--- src/rtl/dcs_pkg.sv ---
// Package: shared sizes, register offsets and the decode of the register port.
// Assumes byte offsets arrive on a 12-bit address.
package dcs_pkg;
    localparam int unsigned CH_NUM = 8;
    localparam int unsigned ADDR_W = 12;
    localparam int unsigned DATA_W = 32;

    localparam logic [ADDR_W-1:0] OFS_ERR  = 12'h04C;
    localparam logic [ADDR_W-1:0] OFS_DONE = 12'h504;
    localparam logic [ADDR_W-1:0] OFS_MASK = 12'h520;

    typedef enum logic [1:0] {
        SEL_NONE = 2'd0,
        SEL_ERR  = 2'd1,
        SEL_DONE = 2'd2,
        SEL_MASK = 2'd3
    } reg_sel_e;

    // Map a byte offset to the register it selects.
    function automatic reg_sel_e decode_ofs(input logic [ADDR_W-1:0] a);
        reg_sel_e s;
        unique case (a)
            OFS_ERR:  s = SEL_ERR;
            OFS_DONE: s = SEL_DONE;
            OFS_MASK: s = SEL_MASK;
            default:  s = SEL_NONE;
        endcase
        return s;
    endfunction
endpackage

--- src/rtl/dcs_sticky.sv ---
// Module: bank of sticky bits, set by event pulses and cleared by
// write-one-to-clear strobes. A set and a clear on the same bit in the
// same cycle leave the bit set. Assumes pulses are already synchronous to clk.
module dcs_sticky #(
    parameter int unsigned WIDTH = 8
) (
    input  logic             clk,
    input  logic             rst_n,
    input  logic [WIDTH-1:0] set_i,
    input  logic [WIDTH-1:0] clr_i,
    output logic [WIDTH-1:0] bits_o
);
    logic [WIDTH-1:0] bits_q;

    // Purpose: hold each bit, clear on strobe, give priority to a new event.
    always_ff @(posedge clk) begin
        if (!rst_n) bits_q <= '0;
        else        bits_q <= (bits_q & ~clr_i) | set_i;
    end

    assign bits_o = bits_q;

    for (genvar i = 0; i < WIDTH; i++) begin : g_chk
        // an event always leaves the bit set, even against a clear
        a_r4_set_wins: assert property (@(posedge clk) disable iff (!rst_n)
            set_i[i] |=> bits_o[i]);
        // without set or clear the bit keeps its value
        a_r2_hold: assert property (@(posedge clk) disable iff (!rst_n)
            (!set_i[i] && !clr_i[i]) |=> (bits_o[i] == $past(bits_o[i])));
        // clear without set empties the bit
        a_r3_clear: assert property (@(posedge clk) disable iff (!rst_n)
            (clr_i[i] && !set_i[i]) |=> !bits_o[i]);
    end
endmodule

--- src/rtl/dcs_steer.sv ---
// Module: steering mask and routing. Holds the mask, forwards completion
// pulses and activity flags of unmasked channels to peripherals through one
// register stage, and ORs sticky completion of masked channels into one line.
// Assumes the mask write strobe comes from the register decoder.
module dcs_steer #(
    parameter int unsigned N = 8
) (
    input  logic         clk,
    input  logic         rst_n,
    input  logic         mask_we_i,
    input  logic [N-1:0] mask_wdata_i,
    input  logic [N-1:0] done_pulse_i,
    input  logic [N-1:0] active_i,
    input  logic [N-1:0] done_bits_i,
    output logic [N-1:0] mask_o,
    output logic [N-1:0] pdone_o,
    output logic [N-1:0] pactive_o,
    output logic         comb_o
);
    logic [N-1:0] mask_q;
    logic [N-1:0] pdone_q;
    logic [N-1:0] pactive_q;
    logic [N-1:0] contrib;

    // Purpose: load the steering mask on a register write.
    always_ff @(posedge clk) begin
        if (!rst_n)         mask_q <= '0;
        else if (mask_we_i) mask_q <= mask_wdata_i;
    end

    // Purpose: register the peripheral-facing lines of unmasked channels.
    always_ff @(posedge clk) begin
        if (!rst_n) begin
            pdone_q   <= '0;
            pactive_q <= '0;
        end else begin
            pdone_q   <= done_pulse_i & ~mask_q;
            pactive_q <= active_i & ~mask_q;
        end
    end

    // Purpose: select which sticky bits may raise the combined line.
    always_comb begin
        for (int c = 0; c < N; c++) contrib[c] = done_bits_i[c] & mask_q[c];
    end

    assign comb_o    = |contrib;
    assign mask_o    = mask_q;
    assign pdone_o   = pdone_q;
    assign pactive_o = pactive_q;

    for (genvar i = 0; i < N; i++) begin : g_chk
        // an unmasked completion reaches the peripheral one cycle later
        a_r6_pass_done: assert property (@(posedge clk) disable iff (!rst_n)
            (!mask_q[i] && done_pulse_i[i]) |=> pdone_o[i]);
        // a masked channel never reaches its peripheral
        a_r7_block: assert property (@(posedge clk) disable iff (!rst_n)
            mask_q[i] |=> (!pdone_o[i] && !pactive_o[i]));
    end
    // with no channel steered to it the combined line stays low
    a_r8_empty_mask: assert property (@(posedge clk) disable iff (!rst_n)
        (mask_q == '0) |-> !comb_o);
endmodule

--- src/rtl/dcs_regif.sv ---
// Module: register port decoder. Turns writes into clear strobes and a mask
// load, and returns read data one cycle after a read strobe.
// Assumes at most one register is addressed per cycle.
module dcs_regif
    import dcs_pkg::*;
#(
    parameter int unsigned N  = CH_NUM,
    parameter int unsigned AW = ADDR_W,
    parameter int unsigned DW = DATA_W
) (
    input  logic          clk,
    input  logic          rst_n,
    input  logic          wr_en_i,
    input  logic          rd_en_i,
    input  logic [AW-1:0] addr_i,
    input  logic [DW-1:0] wdata_i,
    input  logic [N-1:0]  done_bits_i,
    input  logic [N-1:0]  mask_i,
    input  logic          err_i,
    output logic [N-1:0]  done_clr_o,
    output logic          err_clr_o,
    output logic          mask_we_o,
    output logic [N-1:0]  mask_wdata_o,
    output logic [DW-1:0] rdata_o
);
    localparam int unsigned PAD_W = DW - N;

    reg_sel_e      sel;
    logic [DW-1:0] rd_mux;
    logic [DW-1:0] rdata_q;
    logic          unused_wdata;

    assign sel          = decode_ofs(addr_i);
    assign unused_wdata = ^wdata_i[DW-1:N];

    // Purpose: derive write strobes for the addressed register.
    always_comb begin
        done_clr_o   = '0;
        err_clr_o    = 1'b0;
        mask_we_o    = 1'b0;
        mask_wdata_o = wdata_i[N-1:0];
        if (wr_en_i) begin
            unique case (sel)
                SEL_DONE: done_clr_o = wdata_i[N-1:0];
                SEL_ERR:  err_clr_o  = wdata_i[0];
                SEL_MASK: mask_we_o  = 1'b1;
                default:  ;
            endcase
        end
    end

    // Purpose: choose the read value, zero-extended.
    always_comb begin
        unique case (sel)
            SEL_DONE: rd_mux = {{PAD_W{1'b0}}, done_bits_i};
            SEL_MASK: rd_mux = {{PAD_W{1'b0}}, mask_i};
            SEL_ERR:  rd_mux = {{(DW-1){1'b0}}, err_i};
            default:  rd_mux = '0;
        endcase
    end

    // Purpose: capture read data on a read strobe and hold it otherwise.
    always_ff @(posedge clk) begin
        if (!rst_n)       rdata_q <= '0;
        else if (rd_en_i) rdata_q <= rd_mux;
    end

    assign rdata_o = rdata_q;

    // a read of an unmapped offset returns zero
    a_r10_unmapped: assert property (@(posedge clk) disable iff (!rst_n)
        (rd_en_i && sel == SEL_NONE) |=> (rdata_o == '0));
    // read data holds between reads
    a_r10_hold: assert property (@(posedge clk) disable iff (!rst_n)
        !rd_en_i |=> $stable(rdata_o));
    // no clear strobe appears without a write
    a_r3_no_stray_clear: assert property (@(posedge clk) disable iff (!rst_n)
        !wr_en_i |-> (done_clr_o == '0 && !err_clr_o));
endmodule

--- src/rtl/dma_cmpl_unit.sv ---
// Module: top of the DMA completion and error status unit. Combines the
// register decoder, the sticky completion bank, the sticky error flag and the
// steering logic. Assumes engine pulses are one cycle wide and synchronous.
module dma_cmpl_unit
    import dcs_pkg::*;
#(
    parameter int unsigned N  = CH_NUM,
    parameter int unsigned AW = ADDR_W,
    parameter int unsigned DW = DATA_W
) (
    input  logic          clk,
    input  logic          rst_n,
    input  logic          reg_wr_en,
    input  logic          reg_rd_en,
    input  logic [AW-1:0] reg_addr,
    input  logic [DW-1:0] reg_wdata,
    output logic [DW-1:0] reg_rdata,
    input  logic [N-1:0]  ch_done_in,
    input  logic [N-1:0]  ch_active_in,
    input  logic          bus_err_in,
    output logic [N-1:0]  periph_done,
    output logic [N-1:0]  periph_active,
    output logic          combined_done,
    output logic          err_flag
);
    logic [N-1:0] done_bits;
    logic [N-1:0] done_clr;
    logic [N-1:0] mask;
    logic [N-1:0] mask_wdata;
    logic         mask_we;
    logic         err_clr;
    logic [0:0]   err_bits;

    dcs_regif #(.N(N), .AW(AW), .DW(DW)) u_regif (
        .clk(clk), .rst_n(rst_n),
        .wr_en_i(reg_wr_en), .rd_en_i(reg_rd_en),
        .addr_i(reg_addr), .wdata_i(reg_wdata),
        .done_bits_i(done_bits), .mask_i(mask), .err_i(err_bits[0]),
        .done_clr_o(done_clr), .err_clr_o(err_clr),
        .mask_we_o(mask_we), .mask_wdata_o(mask_wdata),
        .rdata_o(reg_rdata)
    );

    dcs_sticky #(.WIDTH(N)) u_done_bank (
        .clk(clk), .rst_n(rst_n),
        .set_i(ch_done_in), .clr_i(done_clr), .bits_o(done_bits)
    );

    dcs_sticky #(.WIDTH(1)) u_err_bank (
        .clk(clk), .rst_n(rst_n),
        .set_i(bus_err_in), .clr_i(err_clr), .bits_o(err_bits)
    );

    dcs_steer #(.N(N)) u_steer (
        .clk(clk), .rst_n(rst_n),
        .mask_we_i(mask_we), .mask_wdata_i(mask_wdata),
        .done_pulse_i(ch_done_in), .active_i(ch_active_in),
        .done_bits_i(done_bits), .mask_o(mask),
        .pdone_o(periph_done), .pactive_o(periph_active),
        .comb_o(combined_done)
    );

    assign err_flag = err_bits[0];

    // a bus error pulse always leaves the flag set
    a_r9_err_set: assert property (@(posedge clk) disable iff (!rst_n)
        bus_err_in |=> err_flag);
    // a fresh completion on a steered channel raises the combined line
    a_r8_raise: assert property (@(posedge clk) disable iff (!rst_n)
        ((ch_done_in & mask) != '0 && !mask_we) |=> combined_done);
    // the cycle after reset everything is clear
    a_r1_reset: assert property (@(posedge clk)
        !rst_n |=> (done_bits == '0 && mask == '0 && !err_flag && periph_done == '0));
endmodule

--- config.mk ---
export PLATFORM = sky130hd
export DESIGN_NAME = dma_cmpl_unit
export DESIGN_NICKNAME = d
export VERILOG_FILES = /design/src/rtl/dcs_pkg.sv /design/src/rtl/dcs_sticky.sv /design/src/rtl/dcs_steer.sv /design/src/rtl/dcs_regif.sv /design/src/rtl/dma_cmpl_unit.sv
export SDC_FILE = /design/constraint.sdc
export NUM_CORES = 1
export LEC_CHECK = 0
export ABC_CLOCK_PERIOD_IN_PS = 1730
export BUFFER_PORTS_ARGS = -buffer_cell sky130_fd_sc_hd__buf_2
export CORE_MARGIN = 10
export CORE_UTILIZATION = 42
export DETAILED_ROUTE_END_ITERATION = 12
export PLACE_DENSITY = 0.84
export SYNTH_ARGS = -nofsm -noshare
export SYNTH_HDL_FRONTEND = slang
export SYNTH_SLANG_ARGS = --single-unit
--- constraint.sdc ---
create_clock -name clk -period 1.73 [get_ports clk]
set_clock_uncertainty 0.15 [all_clocks]
set_input_delay 0.0865 -clock clk [delete_from_list [all_inputs] [get_ports clk]]
set_output_delay 0.0865 -clock clk [all_outputs]
set_load 0.01 [all_outputs]
## Word-level counts from Yosys, hierarchy flattened

Index checks and enable logic that the tools add are counted.

- Reduce and logical (&&, ||, !) cells: 1
- Bitwise gates (word level): 17
- Muxes and demuxes: 8
- Eq/ne operators: 6

Operator list:

| kind | number |
|---|---|
| 8-bit bitwise AND | 3 |
| 12-bit by 11-bit == test with 1-bit output, second input constant | 2 |
| 8-bit case mux with 3 select lines | 1 |
| 8-bit two-way mux | 2 |
| 8-bit inverter | 2 |
| 12-bit by 7-bit == test with 1-bit output, second input constant | 1 |
| 1-bit bitwise AND | 9 |
| 8-bit bitwise OR | 1 |
| 8-bit OR reduction | 1 |
| 2-bit case mux with 3 select lines | 1 |
| 2-bit == test, second input constant | 2 |
| 1-bit two-way mux | 4 |
| 2-bit by 1-bit == test with 1-bit output, second input constant | 1 |
| 1-bit inverter | 1 |
| 1-bit bitwise OR | 1 |

- Register bits after elaboration: 65
- Output and inout bits: 50
- Logic and storage cells: 38
- Bits of input ports: 65

## Depth between registers and ports, before layout

Gate-level depths: netlist of run 1.

- Depth in word-level cells: 8
- Gate-level depth with buffers: 4

## Hierarchy

A second synthesis of run 1 with hierarchy kept.

- Cells, all modules: 186
- Area total of the unflattened synthesis: 1,976.9 µm²

By module, submodules not included:

| module | cells each | sequential area each (µm²) | area an instance (µm²) | instances |
|---|---|---|---|---|
| dcs_steer | 64 | 480.5 | 825.8 | 1 |
| dcs_regif | 94 | 160.2 | 772.0 | 1 |
| dcs_sticky (u_done_bank) | 25 | 160.2 | 337.8 | 1 |
| dcs_sticky (u_err_bank) | 3 | 20.0 | 41.3 | 1 |

## Worst setup path before layout of run 1

Ideal clock, no wire load.

- Kind: input port to flip-flop
- From: input reg_addr[11]
- To: register u_done_bank.bits_q[1] (netlist: u_done_bank.bits_o[1])
- Stages on the path: 4
- Data arrival time: 1,311 ps
- Path slack: 140 ps
- Cell sequence: or4_4 > or2_4 > nor3_4 > a31oi_1

- Word-level cells in the longest chain between the ends: 8

RTL lines:

| what | RTL line | RTL |
|---|---|---|
| from (decl) | dma_cmpl_unit.sv:15 | `input logic [AW-1:0] reg_addr,` |
| 12-bit by 11-bit == test with 1-bit output or 12-bit by 7-bit == test with 1-bit output (tied branches) | dcs_pkg.sv:22 | `unique case (a)` |
| 2-bit case mux with 3 select lines (*) | dcs_pkg.sv:22 |  |
| 2-bit == test (*) | dcs_regif.sv:43 | `unique case (sel)` |
| 8-bit two-way mux (*) | dcs_regif.sv:43 |  |
| 8-bit two-way mux (*) | dcs_regif.sv:42 | `if (wr_en_i) begin` |
| 8-bit inverter (*) | dcs_sticky.sv:18 | `else bits_q <= (bits_q & ~clr_i) \| set_i;` |
| 8-bit bitwise AND (*) | dcs_sticky.sv:18 |  |
| 8-bit bitwise OR (*) | dcs_sticky.sv:18 |  |
| to (signal assigned) | dcs_sticky.sv:18 |  |
| to (decl) | dcs_sticky.sv:13 | `logic [WIDTH-1:0] bits_q;` |

Every way passes the cells marked *; elsewhere a longest branch is shown, timed or not.
A chain may end at the register's enable or synchronous reset.

## Final worst setup path of run 1

- From: input reg_addr[11]
- To: register u_done_bank.bits_q[5] (netlist: u_done_bank.bits_o[5])

The elaborated chain is that of the path after synthesis.

==> flow_metrics.py, run 1 <==
metrics = {
    "synth": {
        "async_flop_share_pct": 0,
        "synth.area.mux_share_pct": 4.45,
        "synth_area_leader_cell": "dfxtp_1",
        "syn_avg_cell_area_um2": 9.32,
        "synth_warnings": 0,
        "ys.flop_type": "dfxtp_1",
        "synthXorXnorAreaFrac_pct": 0,
        "postSynthCellCount": 193,
        "synth_compound_area_share_pct": 12.6,
        "synth_top_family_by_area": "simple AND/OR/NAND/NOR gates",
        "synth_cell_types": 30,
        "synth-edff-count": 0,
        "synthSimpleGateAreaFrac_pct": 24.4,
        "synthAdderAreaFrac_pct": 0,
        "synthesis.area_mm2": 0.00180,
        "synth_top_area_share_pct": 45.7,
        "yosysSeqAreaShare_pct": 45.7,
        "ys_ff_latch": 41,
        "synth_area_leaders": "dfxtp_1, buf_4, nand2_1, a31oi_1, and3b_1",
    },
    "setup_path": {
        "critPathRequiredTime_ps": 1760,
        "crit_family": "simple AND/OR/NAND/NOR gates",
        "cp_slowest_stage_delay_ps": 580,
        "endpoint_kind": "flop",
        "cp-start-kind": "input pin",
        "timing_worst_setup_path_type": "input pin to flop",
        "arrival_ps": 1500,
        "cp_num_buf_inv": 2,
        "critPathMaxFanout": 5,
        "crit_chain": "buf_2 -> or4_4 -> or2_4 -> nor3_4 -> buf_4 -> a31oi_1",
        "cp_slowest_cell": "or4_4",
    },
    "pwr": {
        "ir_drop_v": 0.000358,
        "p_per_area_mw_per_mm2": 762,
        "p_leak_nw": 1.21,
    },
    "place": {
        "port_buffers": 66,
        "placed_cells": 310,
        "placed_area_mm2": 0.00213,
        "routabilityCongestion": 0.791,
        "place_hpwl_um": 3630,
    },
    "clock_tree": {
        "cts-root-buf": "clkbuf_8",
        "hold_buffers": 25,
        "post_cts_resize_count": 0,
        "cts_tree": "done",
        "insertion_delay_ps": 290,
        "cts_max_path_buffers": 2,
        "cts_max_level": 2,
        "postCtsSetupBuffers": 0,
        "cts_buffers": 5,
        "path_clk_slew_ps": 70,
        "cts.sinks": 41,
    },
    "global_routing": {
        "grt_pass1_wl_um": 7640,
        "grt.total_usage_pct": 12.8,
        "antenna_found_initial": 0,
        "grt_pass1_vias": 1627,
        "grt_overflow_total": 0,
        "grt_max_degree": 33,
    },
    "floorplan": {
        "row_count": 23,
        "io_pins": 115,
        "dieArea_mm2": 0.00730,
        "dieHeight_um": 85.4,
        "start_util_pct": 44.3,
        "core_area_mm2": 0.00406,
        "dieWidth_um": 85.4,
    },
    "drt": {
        "first_iter_violations": 58,
        "drc": 0,
        "wirelength_um": 4760,
        "ant_nets": 0,
        "wl_per_cell_um": 13.9,
        "vias": 1636,
        "first_pass_iters": 4,
        "vias_per_cell": 4.78,
    },
    "sta": {
        "post-route-min-period_ps": 1480,
        "timing.setup.tns_ps": 0,
        "slew_violations": 0,
        "setup_viol": 0,
        "fmax_ghz": 0.678,
        "rsz0062_at_grt": "no",
        "finalHoldViolCount": 0,
        "post-route-period-util_pct": 85.3,
    },
    "layout": {
        "fin_util_pct": 60.9,
        "num_antenna_cells": 0,
        "area_growth_pct": 37.4,
        "fin_nets": 357,
        "final_cells": 342,
        "fin_area_mm2": 0.00247,
        "fillers": 376,
        "drive_gt1_share_pct": 30.8,
    },
    "min_path": {
        "min-delay-path-class": "input pin to flop",
    },
    "outcome": {
        "status": "complete, no violations",
    },
    "job": {
        "drv_cap": 0,
    },
}
per-stage QoR:
| step | hold slack [ps] | setup slack [ps] | power (mW) |
|---|---|---|---|
| after floorplan | 37.3 | 140 | 1.18 |
| after global placement | 134 | -58.7 | 1.24 |
| after detailed placement | 146 | -64.3 | 1.24 |
| after CTS | 10.2 | 243 | 1.91 |
| after global routing | 46.9 | 184 | 1.97 |
| final | 12.4 | 254 | 1.88 |
report_power, final:
group | internal (mW) | switching [mW] | total [mW]
registers | 0.987 | 0.0195 | 1.01
logic | 0.128 | 0.133 | 0.261
clock network | 0.316 | 0.299 | 0.615
cell usage in the layout (no fill, tap or decap), drive strengths merged:
| cell type | netlist | layout |
|---|---|---|
| buf | 24 | 74 |
| dfxtp | 41 | 41 |
| nand2 | 33 | 33 |
| dlygate4sd3 | 0 | 25 |
| conb | 1 | 24 |
| o21ai | 16 | 16 |
| a31oi | 14 | 14 |
| and3b | 10 | 10 |
| mux2i | 8 | 8 |
| inv | 7 | 7 |
| nor3b | 7 | 7 |
| clkbuf | 6 | 7 |
| a22oi | 4 | 4 |
| nor4 | 4 | 4 |
| nor2 | 3 | 3 |
| or2 | 2 | 2 |
| nand3 | 2 | 2 |
| nor3 | 2 | 2 |
| nand4 | 1 | 1 |
| or4 | 1 | 1 |
| nand4bb | 1 | 1 |
| nor2b | 1 | 1 |
| nor4b | 1 | 1 |
| nand2b | 1 | 1 |
| o31ai | 1 | 1 |
| a21oi | 1 | 1 |
| o221a | 1 | 1 |
registers in the layout (all words and copies together), names as in the netlist:
| signal | count |
|---|---|
| u_done_bank.bits_o | 8 |
| u_regif.rdata_o | 8 |
| u_steer.mask_o | 8 |
| u_steer.pactive_o | 8 |
| u_steer.pdone_o | 8 |
| u_err_bank.bits_o | 1 |
cell families after synthesis:
logic type / count (synthesis)
compound gates: 37
flops: 41
mux: 8
simple gates: 69
buf+inv: 37
other cells: 1
metal layers:
layer | wire (um) | track usage (%) | up-vias | part of all wire (%)
li1 | - | - | 823 | -
met1 | 1930 | 14.3 | 732 | 41
met2 | 2260 | 20.4 | 75 | 47
met3 | 484 | 5.74 | 6 | 10
met4 | 87 | 5.84 | 0 | 1.8
met5 | 0 | 0 | - | 0
final timing paths:
path              slack (ps)             startpoint                     to  cells past startpoint
setup / recovery         250           reg_addr[11]  u_done_bank.bits_o[5]                      6
hold / removal            10              reg_rd_en     u_regif.rdata_o[5]                      2
setup reg to reg         540      u_steer.mask_o[0]     u_regif.rdata_o[0]                      4
hold reg to reg          340  u_done_bank.bits_o[5]     u_regif.rdata_o[5]                      2
worst reg2reg max path, cell delays in order, from the launching register on:
cell	delay, ps
dfxtp_1	350
and3b_1	190
a21oi_1	120
nor3_1	60
o221a_2	220
Yosys cell counts, types with 3 or more instances:
| library cell | number |
|---|---|
| clkbuf_1 | 6 |
| dfxtp_1 | 41 |
| mux2i_1 | 8 |
| nor3b_1 | 7 |
| buf_4 | 24 |
| o21ai_0 | 16 |
| and3b_1 | 10 |
| nor2_1 | 3 |
| a31oi_1 | 14 |
| a22oi_1 | 4 |
| nand2_1 | 32 |
| inv_1 | 7 |
area by class of cell:
class	count	area (um^2)	area share [%]
Multi-Input combinational cell	138	835	33.8
Sequential cell	41	821	33.2
Inverter	7	26.3	1.06
Tap cell	50	62.6	2.53
Timing Repair Buffer	99	641	25.9
Clock buffer	7	86.3	3.49
No activity file was read; power rests on OpenSTA's default activity.
==> run 2, diff against run 1 <==
HOLD_SLACK_MARGIN = 0.03   (was default)
==> flow_metrics.py, run 2 (synthesis gave the netlist of run 1 again) <==
metrics = {
    "outcome": {
        "status": "complete, no violations",
    },
    "setup_path": {
        "cp.depth": 7,
        "reg2reg_setup_slack_ps": 540,
        "cp_slowest_stage_delay_ps": 560,
        "crit_top_cell": "buf_6",
        "critPathRequiredTime_ps": 1800,
        "cp_slowest_cell": "dlygate4sd3_1",
        "r2r-start": "u_steer.mask_o[0]",
        "r2r_cells": 4,
        "cp_num_buf_inv": 3,
        "critPathMaxFanout": 7,
        "timing_worst_setup_path_type": "input pin to flop",
        "endpoint_kind": "flop",
        "crit_chain": "dlygate4sd3_1 -> nand4bb_4 -> buf_6 -> nor4b_4 -> buf_6 -> nand2_1 -> a31oi_1",
        "arrival_ps": 1700,
        "crit_family": "buffers and inverters",
        "reg2reg_to": "u_regif.rdata_o[0]",
        "cp-start-kind": "input pin",
    },
    "clock_tree": {
        "cts-root-buf": "clkbuf_8",
        "cts.sinks": 41,
        "cts_buffers": 5,
        "cts_max_path_buffers": 2,
        "insertion_delay_ps": 290,
        "path_clk_slew_ps": 70,
        "cts_max_level": 2,
        "cts_tree": "done",
    },
    "drt": {
        "ant_nets": 0,
        "first_pass_iters": 4,
        "wl_per_cell_um": 14.0,
        "wirelength_um": 4810,
        "vias": 1643,
        "first_iter_violations": 56,
        "vias_per_cell": 4.78,
        "drc": 0,
    },
    "layout": {
        "final_cell_mix": "buf_2, dfxtp_1, nand2_1",
        "drive_gt1_share_pct": 31.0,
        "fin_util_pct": 62.0,
        "fin_area_mm2": 0.00252,
        "num_antenna_cells": 0,
        "area_growth_pct": 40.0,
        "fillers": 367,
        "final_common_cell": "buf_2",
        "fin_nets": 359,
    },
    "sta": {
        "timing.setup.tns_ps": 0,
        "setup_viol": 0,
        "slew_violations": 0,
        "fmax_ghz": 0.616,
        "finalHoldViolCount": 0,
        "post-route-period-util_pct": 93.9,
        "post-route-min-period_ps": 1620,
        "rsz0062_at_grt": "no",
        "hold-worst-slack_ps": 46.3,
    },
    "pwr": {
        "p_leak_nw": 1.23,
        "sw_frac_of_total_pct": 24.1,
        "p_clk_share_pct": 32.6,
        "power_switching_uw": 457,
        "power_frac_seq_pct": 53.2,
        "ir_drop_v": 0.000361,
        "p_int_mw": 1.44,
        "p_per_area_mw_per_mm2": 752,
        "pwr-share-comb_pct": 14.2,
        "p_total_mw": 1.89,
    },
    "min_path": {
        "min_from": "reg_addr[3]",
        "min-delay-path-class": "input pin to flop",
        "hold_end": "u_err_bank.bits_o",
        "whs_path_depth": 4,
    },
    "floorplan": {
        "dieArea_mm2": 0.00730,
        "start_util_pct": 44.3,
        "core_area_mm2": 0.00406,
        "dieHeight_um": 85.4,
        "io_pins": 115,
        "dieWidth_um": 85.4,
        "row_count": 23,
    },
    "place": {
        "routabilityCongestion": 0.791,
        "placed_area_mm2": 0.00213,
        "place_hpwl_um": 3630,
        "port_buffers": 66,
    },
    "global_routing": {
        "grt.total_usage_pct": 12.8,
        "antenna_found_initial": 0,
        "grt_pass1_vias": 1633,
        "grt_max_degree": 33,
        "grt_overflow_total": 0,
        "grt_pass1_wl_um": 7660,
    },
    "job": {
        "drv_cap": 0,
    },
}
run 2: cell count changes in the layout (fill, tap and decap cells not counted):
cell,previous run,this run
buf_6,0,2
buf_4,8,7
nand4bb_1,1,0
buf_2,66,65
nand4bb_4,0,1
dlygate4sd3_1,25,27
run 2: area by class of cell:
type                    instances  area (um^2)  share of cell area (%)
multi-input cells             138          851                    33.8
flip-flops and latches         41          821                    32.6
repair buffers                101          671                    26.6
clock buffers                   7         86.3                    3.43
well taps                      50         62.6                    2.49
inverters                       7         26.3                    1.04
run 2: what timing repair did:
item,in CTS,in global routing
hold buffers,27,0
buffers inserted,0,1
resized for setup,0,3
hold endpoints to repair,39,0
setup endpoints to repair,0,15
run 2: power by group through the flow:
stage	clock network, mW	registers [mW]	logic [mW]
6_report	0.618	1.01	0.269
3_3_place_gp	0	1.03	0.210
3_5_place_dp	0	1.03	0.217
4_1_cts	0.638	1.01	0.264
2_1_floorplan	0	1.04	0.138
5_1_grt	0.666	1.01	0.299
run 2: how the worst max path moves through the flow:
stage	slack, ps	from	endpoint
2_1_floorplan	140	reg_addr[11]	u_done_bank.bits_o[1]
3_3_place_gp	-60	reg_addr[11]	u_done_bank.bits_o[5]
3_5_place_dp	-60	reg_addr[11]	u_done_bank.bits_o[5]
4_1_cts	20	reg_addr[6]	u_regif.rdata_o[6]
5_1_grt	20	reg_addr[6]	u_regif.rdata_o[2]
6_report	110	reg_addr[6]	u_regif.rdata_o[6]
run 2: tightest hold or removal path, delay by kind of cell:
kind / cells / cell delay [ps]
buffers and inverters: 1 / 110
and+or+nand+nor: 3 / 250
run 2: metrics by stage:
stage / setup slack [ps] / std cells
after floorplan: 140 / 216
after global placement: -58.7 / 310
after detailed placement: -64.3 / 310
after CTS: 19.8 / 344
after global routing: 16.4 / 344
final: 106 / 344
run 2: per-layer routing:
metal / global-route usage (%) / wire [um] / up-vias
met4: 5.84 / 87 / 0
met2: 20.6 / 2320 / 64
li1: - / - / 827
met1: 14.3 / 1960 / 746
met5: 0 / 0 / -
met3: 5.64 / 444 / 6
